`src/rtl/tally_pkg.sv`:
```
package tally_pkg;
    typedef logic [3:0] bcd_t;

    localparam bcd_t BCD_TOP = 4'd9;

    function automatic bcd_t bcd_next(input bcd_t v);
        return (v == BCD_TOP) ? '0 : v + 4'd1;
    endfunction
endpackage

```
`src/rtl/tally_fall_detect.sv`:
```
module tally_fall_detect #(
    parameter int STAGES = 2
) (
    input  logic clk,
    input  logic clear_n,
    input  logic raw_i,
    output logic fall_o
);
    localparam int LAST = STAGES - 1;

    typedef struct packed {
        logic [STAGES-1:0] sync;
        logic              prev;
    } fd_state_t;

    fd_state_t st_d, st_q;

    always_comb begin
        st_d      = st_q;
        st_d.sync = {st_q.sync[STAGES-2:0], raw_i};
        st_d.prev = st_q.sync[LAST];
    end

    always_ff @(posedge clk or negedge clear_n) begin
        if (!clear_n) st_q <= '0;
        else          st_q <= st_d;
    end

    assign fall_o = st_q.prev & ~st_q.sync[LAST];

    AST_FALL_SINGLE: assert property (@(posedge clk) disable iff (!clear_n)
        fall_o |=> !fall_o);
endmodule

```
`src/rtl/tally_decade.sv`:
```
module tally_decade
    import tally_pkg::*;
(
    input  logic clk,
    input  logic clear_n,
    input  logic step_i,
    output bcd_t digit_o,
    output logic carry_o
);
    typedef struct packed {
        bcd_t digit;
    } dec_state_t;

    dec_state_t st_d, st_q;

    always_comb begin
        st_d = st_q;
        if (step_i) st_d.digit = bcd_next(st_q.digit);
    end

    always_ff @(posedge clk or negedge clear_n) begin
        if (!clear_n) st_q <= '0;
        else          st_q <= st_d;
    end

    assign digit_o = st_q.digit;
    assign carry_o = step_i && (st_q.digit == BCD_TOP);

    AST_DIGIT_RANGE: assert property (@(posedge clk) disable iff (!clear_n)
        digit_o <= BCD_TOP);
    AST_DIGIT_HOLD: assert property (@(posedge clk) disable iff (!clear_n)
        !step_i |=> $stable(digit_o));
    AST_DIGIT_ROLL: assert property (@(posedge clk) disable iff (!clear_n)
        (step_i && digit_o == BCD_TOP) |=> digit_o == 4'd0);
endmodule

```
`src/rtl/tally_ovf_flag.sv`:
```
module tally_ovf_flag (
    input  logic clk,
    input  logic clear_n,
    input  logic fall_i,
    output logic flag_o
);
    typedef struct packed {
        logic flag;
    } ovf_state_t;

    ovf_state_t st_d, st_q;

    always_comb begin
        st_d = st_q;
        if (fall_i) st_d.flag = 1'b1;
    end

    always_ff @(posedge clk or negedge clear_n) begin
        if (!clear_n) st_q <= '0;
        else          st_q <= st_d;
    end

    assign flag_o = st_q.flag;

    AST_OVF_STICKY: assert property (@(posedge clk) disable iff (!clear_n)
        flag_o |=> flag_o);
    AST_OVF_CAUSE: assert property (@(posedge clk) disable iff (!clear_n)
        $rose(flag_o) |-> $past(fall_i));
endmodule

```
`src/rtl/bcd_ripple_tally.sv`:
```
module bcd_ripple_tally
    import tally_pkg::*;
#(
    parameter int NUM_DECADES = 6,
    parameter int SYNC_STAGES = 2,
    parameter int TAP_FIRST   = 3,
    parameter int NUM_TAPS    = 3
) (
    input  logic                        clk,
    input  logic                        clear_n,
    input  logic                        pre_a,
    input  logic                        pre_b,
    input  logic                        ovf_in,
    output logic [NUM_DECADES-1:0][3:0] digits_o,
    output logic                        ovf_o,
    output logic [NUM_TAPS-1:0]         taps_o
);
    localparam int MSB_BIT = 3;

    logic                 cnt_raw;
    logic                 cnt_fall;
    logic                 ovf_fall;
    logic [NUM_DECADES:0] carry;

    assign cnt_raw  = pre_a | pre_b;
    assign carry[0] = cnt_fall;

    tally_fall_detect #(.STAGES(SYNC_STAGES)) u_cnt_edge (
        .clk    (clk),
        .clear_n(clear_n),
        .raw_i  (cnt_raw),
        .fall_o (cnt_fall)
    );

    tally_fall_detect #(.STAGES(SYNC_STAGES)) u_ovf_edge (
        .clk    (clk),
        .clear_n(clear_n),
        .raw_i  (ovf_in),
        .fall_o (ovf_fall)
    );

    for (genvar gi = 0; gi < NUM_DECADES; gi++) begin : g_dec
        tally_decade u_dec (
            .clk    (clk),
            .clear_n(clear_n),
            .step_i (carry[gi]),
            .digit_o(digits_o[gi]),
            .carry_o(carry[gi+1])
        );
    end

    for (genvar gt = 0; gt < NUM_TAPS; gt++) begin : g_tap
        assign taps_o[gt] = digits_o[TAP_FIRST+gt][MSB_BIT];
    end

    tally_ovf_flag u_ovf (
        .clk    (clk),
        .clear_n(clear_n),
        .fall_i (ovf_fall),
        .flag_o (ovf_o)
    );

    AST_CLEAR_ZERO: assert property (@(posedge clk)
        !clear_n |-> (digits_o == '0 && !ovf_o));
    AST_LSD_STEP: assert property (@(posedge clk) disable iff (!clear_n)
        (digits_o[0] != $past(digits_o[0])) |->
        digits_o[0] == bcd_next($past(digits_o[0])));
endmodule

```
`config.mk`:
```
export PLATFORM = sky130hd
export DESIGN_NAME = bcd_ripple_tally
export DESIGN_NICKNAME = d
export VERILOG_FILES = /design/src/rtl/tally_pkg.sv /design/src/rtl/tally_fall_detect.sv /design/src/rtl/tally_decade.sv /design/src/rtl/tally_ovf_flag.sv /design/src/rtl/bcd_ripple_tally.sv
export SDC_FILE = /design/constraint.sdc
export NUM_CORES = 1
export LEC_CHECK = 0
export CORE_ASPECT_RATIO = 2
export CORE_UTILIZATION = 40
export CTS_CLUSTER_DIAMETER = 100
export CTS_CLUSTER_SIZE = 10
export DETAILED_ROUTE_END_ITERATION = 10
export GPL_TIMING_DRIVEN = 0
export PLACE_DENSITY = 0.67
export SETUP_SLACK_MARGIN = 0.5
export SYNTH_ARGS = -nofsm -noshare
export SYNTH_HDL_FRONTEND = slang
export SYNTH_HIERARCHICAL = 1
export SYNTH_SLANG_ARGS = --single-unit
```
`constraint.sdc`:
```
create_clock -name clk -period 8.1 [get_ports clk]
set_input_delay 2.43 -clock clk [delete_from_list [all_inputs] [get_ports clk]]
set_output_delay 2.43 -clock clk [all_outputs]
set_load 0.005 [all_outputs]
```
======== Yosys cells after proc, flatten, opt, wreduce, memory -nomap -nowiden ========
Index checks and enable logic that the tools add are counted.
W data, S select, Z words.
storage, ports and cells
  input bits .............................. 5
  output and inout port bits .............. 28
  word-level logic and storage cells ...... 39
  register bits ........................... 31
cells by class
  $add $sub $neg .......................... 6
  reduce and logical (&&, ||, !) cells .... 5
  bitwise logic cells ..................... 5
  multiplexer cells ....................... 6
  equality and inequality tests ........... 6
operator list
  operator               count
  $add A4 B1 Y4 const B  6
  $eq A4 B4 Y1 const B   6
  $mux W4                6
  $logic_and A1 B1 Y1    5
  $and A1 B1 Y1          2
  $not A1 Y1             2
  $or A1 B1 Y1           1

======== Logic depth before layout (Yosys ltp) ========
Gate-level depths: netlist of run 1.
  word-level depth ........................ 7
  mapped depth ............................ 14

======== Hierarchy ========
The synthesis of run 1 kept the hierarchy.
modules (own cells, without submodules)
  module             cells an instance  area an instance (µm²)  times used
  tally_decade       17                 187.7                   6
  tally_fall_detect  4                  88.8                    2
  tally_ovf_flag     2                  31.3                    1
  bcd_ripple_tally   4                  28.8                    1

======== Worst setup path before layout of run 1 ========
OpenSTA, ideal clock, no wires.
  kind .................................... reg-to-reg
  from .................................... register u_cnt_edge.st_q (netlist bit u_cnt_edge/st_d[0])
  to ...................................... register g_dec[5].u_dec.st_q (netlist bit g_dec[5].u_dec/digit_o[3])
  path buffers ............................ 0
  stages on the path, launching flop included .. 15
  arrival time ............................ 3.529 ns
  path slack .............................. 4.448 ns
  cell sequence ........................... dfrtp_1 nor2b_4 nand2_2 nor3b_1 nand2_2 nor3b_1 nand2_2 nor3b_1 nand2_2 nor3b_1 nand2_2 nor3b_1 nand2_2 o21ai_0 nand2_1
between the ends
  word-level cells in the longest chain between the ends .. 7
ends and longest elaborated chain
  item                    line                     source
  from (decl)             tally_fall_detect.sv:16  fd_state_t st_d, st_q;
  from (signal assigned)  tally_fall_detect.sv:26  else st_q <= st_d;
  $not A1 Y1              tally_fall_detect.sv:29  assign fall_o = st_q.prev & ~st_q.sync[LAST];
  $and A1 B1 Y1           tally_fall_detect.sv:29
  named net carry[0]      bcd_ripple_tally.sv:23   logic [NUM_DECADES:0] carry;
  $logic_and A1 B1 Y1     tally_decade.sv:27       assign carry_o = step_i && (st_q.digit == BCD_TOP);
  named net carry[1]      bcd_ripple_tally.sv:23
  $logic_and A1 B1 Y1     tally_decade.sv:27
  named net carry[2]      bcd_ripple_tally.sv:23
  $logic_and A1 B1 Y1     tally_decade.sv:27
  named net carry[3]      bcd_ripple_tally.sv:23
  $logic_and A1 B1 Y1     tally_decade.sv:27
  named net carry[4]      bcd_ripple_tally.sv:23
  $logic_and A1 B1 Y1     tally_decade.sv:27
  named net carry[5]      bcd_ripple_tally.sv:23
  to (signal assigned)    tally_decade.sv:23       else st_q <= st_d;
  to (decl)               tally_decade.sv:14       dec_state_t st_d, st_q;
The timed path passes the listed nets, and every way through them passes these cells.
A chain may end at the register's enable or synchronous reset.

======== Final worst setup path of run 1 ========
Same ends and word-level chain as after synthesis.

==> results by group, run 1 <==
Yosys
  • Synthesis Warnings: 6
  • Synth Instances: around 120
  • Synthesized area: 1360 µm²
  • Post-synth net total: 120
  • Avg Cell Area, Syn: between 10 and 15 µm²

GRT
  • First-pass GRT wire length: a little over 4000 µm
  • Pin count of the biggest net entering global routing: 32
  • Initial antenna violation count: 0
  • Total GRT Usage: around 15%
  • Vias in the first global route: 958
  • Grt total ovfl: 0

Clock network
  • CTS tree: yes
  • Worst-Skew Late Latency: ~290 ps
  • Clock sink count: 31
  • Clk slew on worst S/H paths: roughly 70 ps
  • CTS H-tree depth: 2
  • Post-CTS Resized: 0
  • CTS buffer count: 5
  • CTS Root Cell: clkbuf_8
  • Max Buffers Root-to-Sink: 2
  • Number of hold buffers added after cts: 0
  • Post-CTS setup buffers: 0

Setup path
  • Crit-path slowest cell: nor3b_1
  • Worst path max stage delay: approximately 570 ps
  • Top delay family on crit path: simple AND/OR/NAND/NOR gates
  • R2R Setup Slk: ~3800 ps
  • Critical path class: flip-flop to flip-flop
  • Worst path cell trace: nor2b_4, nand2_2, nor3b_1, nand2_2, nor3b_1, nand2_2, nor3b_1, nand2_2, nor3b_1, nand2_2, nor3b_1, nand2_2, o21ai_0, nand2_1
  • RR Startpoint: u_cnt_edge/st_d[0]
  • Worst reg2reg path endpoint: g_dec[5].u_dec/digit_o[3]
  • Startpoint Class: flip-flop
  • Reg2reg path depth: 14
  • Worst Setup End Kind: flip-flop
  • Crit path top cell by count: nand2_2
  • Critical path arrival: 4450 ps
  • Buf/Inv on CP: 0
  • WP data required: roughly 8300 ps
  • Critical path peak fanout: 4

Placed design
  • Placed Area: 1710 µm²
  • Port buffer count: 32
  • Routability Congestion: about 0.75
  • Post-DP HPWL: 1760 µm

STA
  • Final-report setup violation count: 0
  • Fmax: approximately 230 MHz
  • Pins Over Slew Limit: 0
  • Final Skew: 8.01 ps
  • Max-slew headroom: between 50% and 60%
  • RSZ-0062 raised after global routing: no
  • Final setup TNS: 0 ps
  • Post-layout min period: ~4300 ps
  • Final Cycle Share: ~53%
  • Slew @ Worst Pin: 668 ps
  • Hold Fails Final Rpt: 0

Drt
  • Pre-antenna DRT Iters: 3
  • Drt wl/cell: between 10 and 15 µm
  • # DRC: 0
  • Post-route ant nets: 0
  • Number of vias per cell: 5.35
  • Via count of the routed design: about 1000
  • Initial DRC Count: 8
  • Post-Route WL: around 2400 µm

Power
  • Worst vdd ir: roughly 160 µV
  • Pwr dens: about 210 nW/µm²
  • Pleak: between 0.8 and 0.9 nW

Run status
  • Status: completed

Cells and area
  • Reg area: ~780 µm²
  • Fillers: ~290
  • Nets: between 150 and 200
  • ANT cells: 0
  • Area of the multi-input gates: roughly 560 µm²
  • Finished Cell Area: 1810 µm²
  • Synth-to-Final Area Change: 33.5%
  • Share of layout cells above drive strength 1: 16.1%

Min path
  • Worst Hold Class: flip-flop to flip-flop
  • Hold Crit Start: u_cnt_edge/st_d[2]
  • Worst Hold Path EP: u_cnt_edge/st_d[0]
  • Hold Path Depth: 0

Run
  • MaxCap Viol Count: 0

Floorplan
  • Core area: around 3200 µm²
  • Starting Density: around 42%
  • Chip Height: between 80 and 90 µm
  • Die X: roughly 43 µm
  • Num ports: 33
  • Site Rows: 29
  • Die area: 3640 µm²
[through the flow]
stage	hold WS [ps]	util, %	setup slack, ps	cells	power, mW
after floorplan	331	-	4470	115	0.217
after global placement	338	53.7	3850	178	0.255
after detailed placement	339	53.6	3740	178	0.258
after CTS	345	56.7	3720	186	0.394
after global routing	362	56.7	3380	186	0.410
final	339	56.7	3820	186	0.388
[routing by layer]
| metal | GRT usage [%] | share of wire [%] |
|---|---|---|
| met4 | 9.92 | 3.0 |
| met3 | 5.16 | 4.7 |
| met1 | 15.1 | 36 |
| met5 | 0 | 0 |
| met2 | 25.9 | 56 |
[worst max-delay path by stage]
stage                                           end  slack, ps  cells after the start                from
after CTS                 g_dec[5].u_dec/digit_o[3]       3720                     14  u_cnt_edge/st_d[0]
after global placement    g_dec[5].u_dec/digit_o[3]       3850                     14  u_cnt_edge/st_d[0]
after floorplan           g_dec[5].u_dec/digit_o[3]       4470                     14  u_cnt_edge/st_d[0]
after global routing      g_dec[5].u_dec/digit_o[3]       3380                     14  u_cnt_edge/st_d[0]
after detailed placement  g_dec[5].u_dec/digit_o[3]       3740                     14  u_cnt_edge/st_d[0]
final                     g_dec[5].u_dec/digit_o[3]       3820                     14  u_cnt_edge/st_d[0]
[final cells by class]
| type | instances | area share [%] |
|---|---|---|
| tap | 31 | 2.14 |
| timing repair buffer | 32 | 17.4 |
| buffer | 3 | 1.24 |
| sequential | 31 | 42.8 |
| clock buffer | 8 | 5.53 |
| multi-input combinational | 81 | 30.8 |
[placed cells by master, fill, tap and decap left out, drive strengths merged]
cell type / instances
dfrtp: 31
xnor2: 6
nor2b: 14
clkdlybuf4s50: 31
a21o: 6
nand2: 12
o21ai: 12
or2: 2
nand3: 6
xor2: 6
clkbuf: 8
nor3b: 5
buf: 4
nor3: 6
and4b: 6
[registers in the layout, indices dropped and copies added (netlist names)]
register,flops
u_ovf/flag_o,1
u_ovf_edge/st_d,2
u_cnt_edge/st_d,2
u_cnt_edge/st_q,1
g_dec.u_dec/digit_o,24
u_ovf_edge/st_q,1
[power by group]
part | switching, mW | total (mW) | internal [mW]
clock | 0.0555 | 0.133 | 0.0774
sequential | 0.0227 | 0.194 | 0.171
combinational | 0.0199 | 0.0606 | 0.0407
total | 0.0982 | 0.388 | 0.289
(Power assumes the default switching activity.)
==> run 2, diff against run 1 <==
PLACE_DENSITY = 0.69   (was 0.67)
clock period = 3.8 ns   (was 8.1 ns; I/O delays follow)
==> results by group, run 2 (synthesis results as in run 1) <==
GRT
  • Total GRT Usage: 16.5% (+1.2 points)
  • Initial antenna violation count: 0 (unchanged)
  • First-pass GRT wire length: 4520 µm (+10%)
  • Pin count of the biggest net entering global routing: 32 (unchanged)
  • Vias in the first global route: 1021 (+6.6%)
  • Grt total ovfl: 0 (unchanged)

Power
  • Pwr dens: 420 nW/µm² (+96%)
  • Final Power: 0.781 mW (+100%)
  • Worst vdd ir: 436 µV (+180%)
  • Pleak: 0.894 nW (+1.1%)

Setup path
  • R2R Setup Slk: 770 ps (-3050 ps)
  • Startpoint Class: flip-flop
  • Worst Setup EP: g_dec[5].u_dec/digit_o[3]
  • Crit path from: u_cnt_edge/st_d[0]
  • Critical path arrival: 3190 ps (-1260 ps)
  • Critical path peak fanout: 4 (unchanged)
  • Worst reg2reg path endpoint: g_dec[5].u_dec/digit_o[3]
  • Worst Setup End Kind: flip-flop
  • Reg2reg path depth: 14 (unchanged)
  • RR Startpoint: u_cnt_edge/st_d[0]
  • Critical path class: flip-flop to flip-flop
  • WP data required: 3960 ps (-4310 ps)

Cells and area
  • Final core utilization: 58.3% (+1.6 points)
  • Most frequent cells in the layout: 31 x dfrtp_1, 31 x clkdlybuf4s50_1
  • Share of layout cells above drive strength 1: 19.9% (+3.7 points)
  • Reg with most FFs: g_dec.u_dec/digit_o
  • Finished Cell Area: 1860 µm² (+2.8%)
  • ANT cells: 0 (unchanged)
  • Nets: 162 (+1.9%)
  • Max reg flops: 24 (unchanged)
  • Synth-to-Final Area Change: 37.3%
  • Fillers: 294 (+1.0%)

STA
  • PnR worst setup slack: 765 ps (-3050 ps)
  • Final Skew: 6.17 ps (-1.84 ps)
  • Max-slew headroom: 54.8% (-0.69 points)
  • Fmax: 330 MHz (+41%)
  • Post-layout min period: 3030 ps (-1250 ps)
  • Pins Over Slew Limit: 0 (unchanged)
  • Slew @ Worst Pin: 678 ps (+10.4 ps)
  • Hold Fails Final Rpt: 0 (unchanged)
  • RSZ-0062 raised after global routing: no
  • Hold Slack: 348 ps (+9.47 ps)
  • Final-report setup violation count: 0 (unchanged)
  • Final Cycle Share: 79.9% (+27 points)

Clock network
  • Max Buffers Root-to-Sink: 2 (unchanged)
  • CTS buffer count: 5 (unchanged)
  • CTS H-tree depth: 2 (unchanged)
  • CTS tree: yes
  • Number of hold buffers added after cts: 0 (unchanged)
  • Clock sink count: 31 (unchanged)
  • CTS Root Cell: clkbuf_8
  • Worst-Skew Late Latency: 270 ps (-20 ps)
  • Clk slew on worst S/H paths: 60 ps (about the same)

Min path
  • Worst Hold Class: flip-flop to flip-flop
  • Hold Path Depth: 0 (unchanged)

Run status
  • Status: completed

Placed design
  • Routability Congestion: 0.786 (+4.6%)
  • Post-DP HPWL: 1870 µm (+6.1%)
  • Place WS: -66.5 ps (-3810 ps)
  • Port buffer count: 32 (unchanged)
  • Placed Area: 1730 µm² (+1.2%)

Floorplan
  • Starting Density: 42.5% (unchanged)
  • Die area: 3640 µm² (unchanged)
  • Site Rows: 29 (unchanged)
  • Chip Height: 84.4 µm (unchanged)
  • Num ports: 33 (unchanged)
  • Core area: 3190 µm² (unchanged)
  • Die X: 43.2 µm (unchanged)

Drt
  • Drt wl/cell: 14.1 µm (+9.5%)
  • # DRC: 0 (unchanged)
  • Via count of the routed design: 986 (-0.90%)
  • Pre-antenna DRT Iters: 3 (unchanged)
  • Number of vias per cell: 5.27 (-1.4%)
  • Post-route ant nets: 0 (unchanged)
  • Post-Route WL: 2630 µm (+10%)
  • Initial DRC Count: 13 (+5)

Run
  • MaxCap Viol Count: 0 (unchanged)
run 2: changes by cell type in the layout (fill, tap and decap cells not counted):
| cell | before | now |
|---|---|---|
| buf_4 | 3 | 6 |
| nor3b_4 | 0 | 5 |
| clkbuf_8 | 7 | 5 |
| nor3b_1 | 5 | 0 |
run 2: worst min-delay path by stage:
stage / end / startpoint
global route: u_ovf_edge/st_d[0] / u_ovf_edge/st_d[2]
CTS: u_cnt_edge/st_d[0] / u_cnt_edge/st_d[2]
global placement: u_cnt_edge/st_d[0] / u_cnt_edge/st_d[2]
detailed placement: u_cnt_edge/st_d[0] / u_cnt_edge/st_d[2]
floorplan: u_cnt_edge/st_d[0] / u_cnt_edge/st_d[2]
finish: u_ovf_edge/st_d[0] / u_ovf_edge/st_d[2]
run 2: final cells by class:
cell class | instances | area, µm² | area share, %
multi-input combinational | 81 | 614 | 33.0
tap | 31 | 38.8 | 2.08
timing repair buffer | 35 | 338 | 18.1
clock buffer | 6 | 72.6 | 3.90
sequential | 31 | 776 | 41.7
buffer | 3 | 22.5 | 1.21
run 2: where the power goes:
group          switching [mW]  total, mW  internal (mW)
clock network           0.108      0.229          0.122
registers              0.0534      0.418          0.365
logic                  0.0429      0.133         0.0903
run 2: what timing repair did:
action / CTS / global route
pin swaps: 0 / 3
buffers inserted: 0 / 3
resized for setup: 5 / 2
gates cloned: 0 / 0
endpoints found under the hold margin: 0 / 0
setup endpoints to repair: 7 / 4
run 2: per-stage QoR:
| step | std cells | setup TNS [ps] |
|---|---|---|
| floorplan | 115 | 0 |
| global placement | 178 | 0 |
| detailed placement | 178 | -96.1 |
| CTS | 184 | 0 |
| global route | 187 | 0 |
| finish | 187 | 0 |
run 2: routing by layer:
metal,share of wire (%),up-vias,global-route usage (%)
li1,-,477,-
met1,35,480,15.3
met2,58,23,30.8
met3,3.7,6,3.87
met4,3.1,0,9.09
met5,0,-,0
run 2: critical path: stages, from the launching register on:
cell,delay [ps]
dfrtp_1,410
nor2b_4,160
nand2_2,110
nor3b_4,290
nand2_2,140
nor3b_4,270
nand2_2,140
nor3b_4,290
nand2_2,130
nor3b_4,280
nand2_2,140
nor3b_4,240
nand2_2,90
o21ai_0,160
nand2_1,60
